<file path="src/rtl/cfgw_pkg.sv">
package cfgw_pkg;

  typedef enum logic [1:0] {
    ACT_REG  = 2'd0,
    ACT_FILL = 2'd1,
    ACT_FWD  = 2'd2
  } act_e;

  typedef struct packed {
    logic        write;
    logic [7:0]  bus;
    logic [4:0]  dev;
    logic [2:0]  func;
    logic [5:0]  reg_idx;
    logic [3:0]  be;
    logic [31:0] wdata;
  } cfg_req_t;

  localparam logic [31:0] SEL_KEEP = 32'h80FF_FFFC;

  function automatic logic [2:0] size_bytes(input logic [1:0] sz);
    case (sz)
      2'b00:   return 3'd1;
      2'b01:   return 3'd2;
      default: return 3'd4;
    endcase
  endfunction

  function automatic logic [31:0] size_ones(input logic [1:0] sz);
    case (sz)
      2'b00:   return 32'h0000_00FF;
      2'b01:   return 32'h0000_FFFF;
      default: return 32'hFFFF_FFFF;
    endcase
  endfunction

endpackage

</file>
<file path="src/rtl/cfgw_sel_reg.sv">
module cfgw_sel_reg
  import cfgw_pkg::*;
(
  input  logic        clk,
  input  logic        rst_n,
  input  logic        ld,
  input  logic [31:0] ld_data,
  output logic [31:0] sel_q
);

  always_ff @(posedge clk or negedge rst_n) begin
    if (!rst_n) sel_q <= '0;
    else if (ld) sel_q <= ld_data & SEL_KEEP;
  end


  sel_hold_chk: assert property (@(posedge clk) disable iff (!rst_n)
    !ld |=> $stable(sel_q));


  sel_pad_chk: assert property (@(posedge clk) disable iff (!rst_n)
    ld |=> (sel_q[30:24] == 7'd0) && (sel_q[1:0] == 2'd0));

endmodule

</file>
<file path="src/rtl/cfgw_decode.sv">
module cfgw_decode
  import cfgw_pkg::*;
#(
  parameter int unsigned         IO_AW    = 16,
  parameter logic [IO_AW-1:0]    CFG_BASE = 16'h0CF8
) (
  input  logic [IO_AW-1:0] addr,
  input  logic [1:0]       size,
  input  logic             write,
  input  logic [31:0]      wdata,
  input  logic [31:0]      sel_q,
  output act_e             action,
  output cfg_req_t         req,
  output logic [31:0]      local_rdata
);

  localparam logic [IO_AW-1:0] BLK_MASK = ~IO_AW'(7);

  logic       hit;
  logic [1:0] off;
  logic [2:0] nbytes;
  logic [3:0] span;
  logic       fits;
  logic [4:0] run;
  logic [7:0] lanes;

  always_comb begin
    hit    = (addr & BLK_MASK) == CFG_BASE;
    off    = addr[1:0];
    nbytes = size_bytes(size);
    span   = {2'b00, off} + {1'b0, nbytes};
    fits   = span <= 4'd4;
    run    = (5'd1 << nbytes) - 5'd1;
    lanes  = {3'b000, run} << off;

    if (hit && !addr[2] && off == 2'd0 && size[1]) begin
      action      = ACT_REG;
      local_rdata = write ? 32'd0 : sel_q;
    end else if (hit && addr[2] && sel_q[31] && fits) begin
      action      = ACT_FWD;
      local_rdata = 32'd0;
    end else begin
      action      = ACT_FILL;
      local_rdata = write ? 32'd0 : size_ones(size);
    end

    req.write   = write;
    req.bus     = sel_q[23:16];
    req.dev     = sel_q[15:11];
    req.func    = sel_q[10:8];
    req.reg_idx = sel_q[7:2];
    req.be      = lanes[3:0];
    req.wdata   = wdata << {off, 3'b000};
  end


  be_width_chk: assert final ((action != ACT_FWD) ||
    ($countones(req.be) == int'(nbytes)));

endmodule

</file>
<file path="src/rtl/cfgw_ctrl.sv">
module cfgw_ctrl
  import cfgw_pkg::*;
(
  input  logic        clk,
  input  logic        rst_n,
  input  logic        io_req_valid,
  input  act_e        action,
  input  cfg_req_t    req,
  input  logic [31:0] local_rdata,
  input  logic [1:0]  off,
  input  logic [1:0]  size,
  output logic        io_req_ready,
  output logic        accept,
  output logic        io_rsp_valid,
  output logic [31:0] io_rsp_rdata,
  output logic        tgt_valid,
  output cfg_req_t    tgt_req,
  input  logic        tgt_ready,
  input  logic        tgt_done,
  input  logic [31:0] tgt_rdata
);

  typedef enum logic [1:0] {ST_IDLE, ST_ISSUE, ST_WAIT} st_e;

  st_e        st;
  logic [1:0] off_q;
  logic [1:0] size_q;

  assign io_req_ready = (st == ST_IDLE);
  assign accept       = io_req_valid && io_req_ready;
  assign tgt_valid    = (st == ST_ISSUE);

  always_ff @(posedge clk or negedge rst_n) begin
    if (!rst_n) begin
      st           <= ST_IDLE;
      off_q        <= '0;
      size_q       <= '0;
      tgt_req      <= '0;
      io_rsp_valid <= 1'b0;
      io_rsp_rdata <= '0;
    end else begin
      io_rsp_valid <= 1'b0;
      case (st)
        ST_IDLE: if (accept) begin
          if (action == ACT_FWD) begin
            tgt_req <= req;
            off_q   <= off;
            size_q  <= size;
            st      <= ST_ISSUE;
          end else begin
            io_rsp_valid <= 1'b1;
            io_rsp_rdata <= local_rdata;
          end
        end
        ST_ISSUE: if (tgt_ready) begin
          if (tgt_req.write) begin
            io_rsp_valid <= 1'b1;
            io_rsp_rdata <= 32'd0;
            st           <= ST_IDLE;
          end else begin
            st <= ST_WAIT;
          end
        end
        ST_WAIT: if (tgt_done) begin
          io_rsp_valid <= 1'b1;
          io_rsp_rdata <= (tgt_rdata >> {off_q, 3'b000}) & size_ones(size_q);
          st           <= ST_IDLE;
        end
        default: st <= ST_IDLE;
      endcase
    end
  end


  tgt_hold_chk: assert property (@(posedge clk) disable iff (!rst_n)
    tgt_valid && !tgt_ready |=> tgt_valid && $stable(tgt_req));


  single_flight_chk: assert property (@(posedge clk) disable iff (!rst_n)
    tgt_valid |-> !io_req_ready);


  req_origin_chk: assert property (@(posedge clk) disable iff (!rst_n)
    $rose(tgt_valid) |-> $past(io_req_valid));


  be_shape_chk: assert property (@(posedge clk) disable iff (!rst_n)
    tgt_valid |-> ($countones(tgt_req.be) == 1 || $countones(tgt_req.be) == 2 ||
                   tgt_req.be == 4'hF));


  wr_done_chk: assert property (@(posedge clk) disable iff (!rst_n)
    tgt_valid && tgt_ready && tgt_req.write |=> io_rsp_valid && io_rsp_rdata == 32'd0);

endmodule

</file>
<file path="src/rtl/cfg_window_bridge.sv">
module cfg_window_bridge
  import cfgw_pkg::*;
#(
  parameter int unsigned      IO_AW    = 16,
  parameter logic [IO_AW-1:0] CFG_BASE = 16'h0CF8
) (
  input  logic             clk,
  input  logic             rst_n,
  input  logic             io_req_valid,
  output logic             io_req_ready,
  input  logic             io_req_write,
  input  logic [IO_AW-1:0] io_req_addr,
  input  logic [1:0]       io_req_size,
  input  logic [31:0]      io_req_wdata,
  output logic             io_rsp_valid,
  output logic [31:0]      io_rsp_rdata,
  output logic             tgt_valid,
  input  logic             tgt_ready,
  output logic             tgt_write,
  output logic [7:0]       tgt_bus,
  output logic [4:0]       tgt_dev,
  output logic [2:0]       tgt_func,
  output logic [5:0]       tgt_reg,
  output logic [3:0]       tgt_be,
  output logic [31:0]      tgt_wdata,
  input  logic             tgt_done,
  input  logic [31:0]      tgt_rdata
);

  logic [31:0] sel_q;
  act_e        action;
  cfg_req_t    dec_req;
  cfg_req_t    tgt_req;
  logic [31:0] local_rdata;
  logic        accept;
  logic        sel_ld;

  assign sel_ld = accept && (action == ACT_REG) && io_req_write;

  cfgw_sel_reg u_sel (
    .clk     (clk),
    .rst_n   (rst_n),
    .ld      (sel_ld),
    .ld_data (io_req_wdata),
    .sel_q   (sel_q)
  );

  cfgw_decode #(.IO_AW(IO_AW), .CFG_BASE(CFG_BASE)) u_dec (
    .addr        (io_req_addr),
    .size        (io_req_size),
    .write       (io_req_write),
    .wdata       (io_req_wdata),
    .sel_q       (sel_q),
    .action      (action),
    .req         (dec_req),
    .local_rdata (local_rdata)
  );

  cfgw_ctrl u_ctrl (
    .clk          (clk),
    .rst_n        (rst_n),
    .io_req_valid (io_req_valid),
    .action       (action),
    .req          (dec_req),
    .local_rdata  (local_rdata),
    .off          (io_req_addr[1:0]),
    .size         (io_req_size),
    .io_req_ready (io_req_ready),
    .accept       (accept),
    .io_rsp_valid (io_rsp_valid),
    .io_rsp_rdata (io_rsp_rdata),
    .tgt_valid    (tgt_valid),
    .tgt_req      (tgt_req),
    .tgt_ready    (tgt_ready),
    .tgt_done     (tgt_done),
    .tgt_rdata    (tgt_rdata)
  );

  assign tgt_write = tgt_req.write;
  assign tgt_bus   = tgt_req.bus;
  assign tgt_dev   = tgt_req.dev;
  assign tgt_func  = tgt_req.func;
  assign tgt_reg   = tgt_req.reg_idx;
  assign tgt_be    = tgt_req.be;
  assign tgt_wdata = tgt_req.wdata;


  fwd_enabled_chk: assert property (@(posedge clk) disable iff (!rst_n)
    $rose(tgt_valid) |-> sel_q[31]);


  sel_busy_chk: assert property (@(posedge clk) disable iff (!rst_n)
    tgt_valid |=> $stable(sel_q));

endmodule

</file>
<file path="config.mk">
export PLATFORM = sky130hd
export DESIGN_NAME = cfg_window_bridge
export DESIGN_NICKNAME = d
export VERILOG_FILES = /design/src/rtl/cfgw_pkg.sv /design/src/rtl/cfgw_sel_reg.sv /design/src/rtl/cfgw_decode.sv /design/src/rtl/cfgw_ctrl.sv /design/src/rtl/cfg_window_bridge.sv
export SDC_FILE = /design/constraint.sdc
export NUM_CORES = 1
export LEC_CHECK = 0
export ABC_AREA = 0
export BUFFER_PORTS_ARGS = -buffer_cell sky130_fd_sc_hd__buf_2
export CAP_MARGIN = 40
export CORE_MARGIN = 1
export CORE_UTILIZATION = 45
export CTS_BUF_LIST = sky130_fd_sc_hd__clkbuf_4 sky130_fd_sc_hd__clkbuf_8
export DETAILED_ROUTE_END_ITERATION = 10
export PLACE_DENSITY = 0.7
export SETUP_SLACK_MARGIN = 0.05
export SLEW_MARGIN = 20
export SYNTH_ARGS = -nofsm -noshare
export SYNTH_HDL_FRONTEND = slang
export SYNTH_HIERARCHICAL = 1
export SYNTH_SLANG_ARGS = --single-unit
</file>
<file path="constraint.sdc">
create_clock -name clk -period 4 [get_ports clk]
set_input_delay 0.4 -clock clk [delete_from_list [all_inputs] [get_ports clk]]
set_output_delay 0.4 -clock clk [all_outputs]
set_load 0.01 [all_outputs]
</file>
# After elaboration in Yosys (flattened, before gate mapping)
# Cells that the tools add are included.
totals:
  regBits: 121
  latchBits: 0
  ram_bits: 0
  mem_bits_ro: 0
  input_bits: 88
  out_inout_bits: 94
  elab_cells: 81
  mem_count: 0
op_classes:
  add_sub_neg: 2
  n_mul: 0
  n_div: 0
  order_cmp: 1
  eq_ne: 12
  n_shift: 4
  muxes: 29
  n_bitwise: 1
  n_reduce_logical: 19
ops:
  columns: ["cell", "count"]
  rows:
  - ["$mux 32", 11]
  - ["$pmux 32 s2", 2]
  - ["$pmux 32 s3", 1]
  - ["$and 32x32->32", 1]
  - ["$shl 32x5->32", 1]
  - ["$shr 32x5->32", 1]
  - ["$mux 2", 7]
  - ["$eq 13x9->1 const B", 1]
  - ["$logic_not 2->1", 5]
  - ["$logic_and 1x1->1", 9]
  - ["$ne 2x2->1 const B", 4]
  - ["$eq 2x1->1 const B", 3]
  - ["$pmux 2 s3", 1]
  - ["$pmux 3 s2", 1]
  - ["$reduce_and 6->1", 1]
  - ["$mux 1", 5]
  - ["$shl 1x3->5 const A", 1]
  - ["$shl 5x2->4", 1]
  - ["$sub 5x1->5 const B", 1]
  - ["$add 2x3->4", 1]
  - ["$eq 2x2->1 const B", 2]
  - ["$le 4x3->1 const B", 1]
  - ["$ne 2x1->1 const B", 2]
  - ["$reduce_and 4->1", 1]
  - ["4 further kinds", 4]

# Depth between registers and ports, before layout
depth:
  ltp_word: 11
  mapped_depth: 15
  mapped_depth_nobuf: 12

# Modules after synthesis
# Netlist, hierarchy kept.
modules_own_cells:
  columns: ["module", "n_inst", "cells_per_inst", "area_each_um2", "seq_area_each_um2"]
  rows:
  - ["cfgw_ctrl", 1, 362, 4555.6, 2452.4]
  - ["cfgw_decode", 1, 225, 1372.6, 0.0]
  - ["cfgw_sel_reg", 1, 58, 928.4, 575.6]
  - ["cfg_window_bridge", 1, 1, 12.5, 0.0]

# Worst setup path after synthesis
# Ideal clock, no wire load.
synth_path:
  kind: "input port to flip-flop"
  start: "in io_req_addr[1]"
  end: "reg u_ctrl.io_rsp_rdata[27]"
  setup_time_ns: 0.127
  arrival_time_ns: 3.559
  t_required_ns: 3.873
  slack_ns: 0.314
  stages: 14
  n_path_buf: 4
  path_cell_list: "buf_1 > clkbuf_1 > inv_1 > fa_1 > nor2b_1 > o211ai_1 > nor2_1 > o21ai_0 > and2b_4 > a211oi_4 > and2_1 > buf_4 > buf_8 > mux2_1"
synth_via:
  elab_chain_cells: 8
  elab_cells_between_ends: 16
  cone_classes: "1 x add/sub; 1 x order compare; 2 x eq/ne; 7 x mux; 5 x reduce/logical"
synth_rtl:
  columns: ["element", "line", "text"]
  rows:
  - ["start, declared", "cfg_window_bridge.sv:12", "input logic [IO_AW-1:0] io_req_addr,"]
  - ["$add 2x3->4", "cfgw_decode.sv:31", "span = {2'b00, off} + {1'b0, nbytes};"]
  - ["$le 4x3->1", "cfgw_decode.sv:32", "fits = span <= 4'd4;"]
  - ["$logic_and 1x1->1", "cfgw_decode.sv:39", "end else if (hit && addr[2] && sel_q[31] && fits) begin"]
  - ["$mux 2", "cfgw_decode.sv:39", null]
  - ["$mux 2 (*)", "cfgw_decode.sv:36", "if (hit && !addr[2] && off == 2'd0 && size[1]) begin"]
  - ["named net action[0]", "cfg_window_bridge.sv:31", "act_e action;"]
  - ["$eq 2x2->1 (*)", "cfgw_ctrl.sv:45", "if (action == ACT_FWD) begin"]
  - ["$ne 2x2->1 (no source line) (*)", null, null]
  - ["$reduce_and 6->1 (no source line) (*)", null, null]
  - ["end signal, assigned", "cfgw_ctrl.sv:52", "io_rsp_rdata <= local_rdata;"]
  - ["end signal, assigned", "cfgw_ctrl.sv:66", "io_rsp_rdata <= (tgt_rdata >> {off_q, 3'b000}) & size_ones(size_q);"]
  - ["end, declared", "cfgw_ctrl.sv:15", "output logic [31:0] io_rsp_rdata,"]
# The timed path passes the listed nets; every way through them passes the cells marked *. The select of a mux whose other input is x is not followed.
# A chain may end at the register's enable or synchronous reset.

# Final worst setup path
layout_path:
  start: "in io_req_size[1]"
  end: "reg u_ctrl.io_rsp_rdata[6]"
layout_via:
  elab_chain_cells: 10
  elab_cells_between_ends: 17
  cone_classes: "1 x add/sub; 1 x order compare; 3 x eq/ne; 8 x mux; 4 x reduce/logical"
layout_rtl:
  columns: ["element", "line", "text"]
  rows:
  - ["start, declared", "cfg_window_bridge.sv:13", "input logic [1:0] io_req_size,"]
  - ["$eq 2x1->1 or $logic_not 2->1 (tied branches)", "cfgw_pkg.sv:22", "case (sz)"]
  - ["$pmux 3 s2", "cfgw_pkg.sv:22", null]
  - ["$add 2x3->4", "cfgw_decode.sv:31", null]
  - ["$le 4x3->1", "cfgw_decode.sv:32", null]
  - ["$logic_and 1x1->1", "cfgw_decode.sv:39", null]
  - ["$mux 2", "cfgw_decode.sv:39", null]
  - ["$mux 2 (*)", "cfgw_decode.sv:36", null]
  - ["named net action[0]", "cfg_window_bridge.sv:31", null]
  - ["$eq 2x2->1 (*)", "cfgw_ctrl.sv:45", null]
  - ["$ne 2x2->1 (no source line) (*)", null, null]
  - ["$reduce_and 6->1 (no source line) (*)", null, null]
# Marks and branches as above.

==> impl_metrics.ini <==
[setup_path]
crit_top_cell = nor2_1
critPathCapture = u_ctrl/io_rsp_rdata[6]$_DFFE_PN0P_
required_ps = 4310
path_delay_family = simple AND/OR/NAND/NOR gates
r2r_cells = 7
crit_type = input port to flip-flop
cp_num_buf_inv = 3
cp-end-kind = flip-flop
rr_startpoint = u_ctrl/st[0]$_DFFE_PN0P_
r2r-end = u_ctrl/io_rsp_rdata[6]$_DFFE_PN0P_
cp-start-kind = input port
crit_arrival_ps = 3500
max_stage_delay_ps = 420
crit_chain = buf_2, nor2_1, ha_1, inv_1, fa_1, nor2b_1, o211ai_1, nor2_1, o21ai_0, and2b_4, a211oi_4, and2_1, buf_4, a31oi_1
crit_cells = 14
crit_slowest_cell = fa_1
crit_start = io_req_size[1]
r2r_slack_ps = 1520
worstPathMaxFanout = 24

[clocking]
root_buffer = clkbuf_8
clockBufferDepth = 2
clkTransAtPathRegs_ps = 70
cts_sinks = 121
cts_buffers = 17
clock_latency_ps = 450
ctsResizeCount = 0
cts_tree = built
htree_levels = 4

[grt]
grt_pass1_wl_mm = 30.73
grt_usage_pct = 25.24
grt.overflow.total = 0
antenna_found_initial = 0
grt_max_degree = 61
grt_pass1_vias = 5649

[flow_run]
cap_violations = 0

[sta]
worstMarginPinSlew_ps = 781.6
hold_viol_final = 0
fin_tns_setup_ps = 0
fin_worst_skew_ps = 11.72
slew-limit-headroom_pct = 47.78
period_needed_ps = 3187
hold_ws_ps = 238.0
rsz0062_at_grt = no
post-route-period-util_pct = 79.68
setup_viol = 0
maxSlewViolCount = 0
fmax_mhz = 313.8

[finish]
final_area_sq_um = 8204
layout.nets = 887
num_antenna_cells = 0
ff_latch_area_sq_um = 3028
fillCellCount = 1296
multi_input_comb_area_sq_um = 3334
fin_util_pct = 55.81
area_growth_pct = 19.44
drive_gt1_share_pct = 44.01

[logic_synthesis]
synth.distinct_cells = 48
synthCells = 646
yosysSeqAreaShare_pct = 44.08
yosysWarnings = 6
synthArstFlopShare_pct = 100.0
synth_edf_count = 0
ys_seq_elements = 121
synthFlopType = dfrtp_1
syn_area_sq_um = 6869
avgSynthCellArea_sq_um = 10.63

[die]
dieHeight_um = 125.6
io_pins = 182
core_sq_um = 14700
rows = 44
dieArea_sq_um = 15760
fp.dieW_um = 125.6
initial_utilization_pct = 46.73

[routing]
vias_per_cell = 5.722
antenna_left = 0
detail_route.wl_per_cell_um = 19.26
vias = 5642
first_pass_iters = 10
routed_wirelength_mm = 18.99
first_iter_violations = 461
drc = 13

[placement]
place_area_sq_um = 7696
port_buffers = 181
place.gp.congestion = 0.8822
place_hpwl_mm = 14.09

[outcome]
failed_checks = DRC
outcome = complete, but fails checks

[power_and_ir_drop]
p_per_area_nw_per_um2 = 350.3
ir_worst_vdd_v = 0.0001945
power.leakage_nw = 4.163

[worst_hold_path]
hp-class = input port to flip-flop
worst min-delay path by stage:
stage	cells past startpoint	start	slack, ps	endpoint
after floorplan	0	rst_n	100	u_ctrl/io_rsp_rdata[0]$_DFFE_PN0P_
after global placement	1	u_ctrl/io_rsp_rdata[27]$_DFFE_PN0P_	470	u_ctrl/io_rsp_rdata[27]$_DFFE_PN0P_
after detailed placement	1	u_ctrl/tgt_req[21]$_DFFE_PN0P_	490	u_ctrl/tgt_req[21]$_DFFE_PN0P_
after CTS	1	rst_n	40	u_ctrl/tgt_req[6]$_DFFE_PN0P_
after global routing	2	io_req_size[0]	220	u_ctrl/size_q[0]$_DFFE_PN0P_
final	2	io_req_size[0]	240	u_ctrl/size_q[0]$_DFFE_PN0P_
registers in the layout (all words and copies together), names as in the netlist:
name                 count
u_ctrl/io_rsp_rdata     32
u_ctrl/size_q            2
u_sel/sel_q             23
u_ctrl/st                2
u_ctrl/off_q             2
u_ctrl/io_rsp_valid      1
u_ctrl/tgt_req          59
cells in the final DEF, fill, tap and decap left out, types with 3 or more instances in the layout:
master	synthesis	layout
mux2i_1	16	16
a31oi_1	16	16
nor2b_1	12	12
nand2_1	27	26
inv_1	10	10
mux2_2	116	116
o21ai_1	3	3
a22oi_1	8	8
o2bb2ai_1	9	9
mux2_1	4	4
buf_4	34	13
ha_1	8	8
a21oi_1	52	52
nor2_1	15	15
a32oi_1	9	9
bufinv_16	0	4
and2_1	11	11
nand3_1	65	65
nand2b_1	12	12
a211oi_1	8	8
clkbuf_8	0	22
conb_1	1	9
dfrtp_1	121	121
buf_2	21	180
o21ai_0	17	17
through the flow:
step | power, W | instances | worst slack (ps)
final | 0.002874 | 986 | 813.0
after global routing | 0.002998 | 986 | 579.8
after CTS | 0.002891 | 983 | 856.3
after detailed placement | 0.001638 | 952 | 367.8
after global placement | 0.001627 | 951 | 488.4
after floorplan | 0.001478 | 654 | 313.6
per-layer routing:
layer / up-vias / GRT usage [%] / part of all wire (%)
met1: 2792 / 33.53 / 43
met5: - / 0 / 0
met2: 245 / 39.67 / 47
li1: 2578 / - / -
met4: 0 / 8.178 / 1.8
met3: 27 / 7.189 / 7.7
cell type report:
class                   instances  share of cell area [%]
well taps                     184                   2.806
inverters                      10                  0.4575
multi-input cells             441                   40.64
repair buffers                199                   13.63
clock buffers                  24                   3.874
clock inverters                 7                   1.678
flip-flops and latches        121                   36.91
Yosys cell counts (2+ instances only):
cell type,number,area [sq um]
a211oi_1,8,60.06
a21oi_1,52,260.3
a22oi_1,8,60.06
a31oi_1,16,100.1
a32oi_1,9,78.83
and2_1,11,68.82
buf_1,2,7.510
buf_2,21,105.1
buf_4,34,255.2
buf_6,5,56.30
clkbuf_1,19,71.32
dfrtp_1,121,3028
ha_1,8,100.1
inv_1,10,37.54
mux2_1,4,45.04
mux2_2,116,1306
mux2i_1,16,160.2
nand2_1,27,101.4
nand2b_1,12,75.07
nand3_1,65,325.3
nand4bb_1,2,22.52
nor2_1,15,56.30
nor2b_1,12,75.07
nor3_1,2,10.01
o211ai_1,2,15.01
o21ai_0,17,85.08
o21ai_1,3,15.01
o2bb2ai_1,9,78.83
report_power, final:
group	total, W	switching, W	internal [W]
Sequential	0.00128	0.0000217	0.00126
Clock	0.00125	0.000482	0.000771
Combinational	0.000340	0.000199	0.000141
repair_timing:
item,4_1_cts,5_1_grt
hold buffers,0,1
endpoints found under the hold margin,0,17
setup buffers,0,0
logic make-up (layout without fill, tap and decap cells):
logic type / count (synthesis) / in the layout / share of synthesized area (%)
AOI/OAI and AO/OA: 128 / 128 / 11.62
xor gates and xnor gates: 1 / 1 / 0.1275
adders and majority gates: 9 / 9 / 1.749
buffers and inverters: 92 / 240 / 7.978
DFF: 121 / 121 / 44.08
muxes: 136 / 136 / 22.00
other: 1 / 9 / 0.05459
and+or+nand+nor: 158 / 158 / 12.39
(Power assumes the default switching activity.)
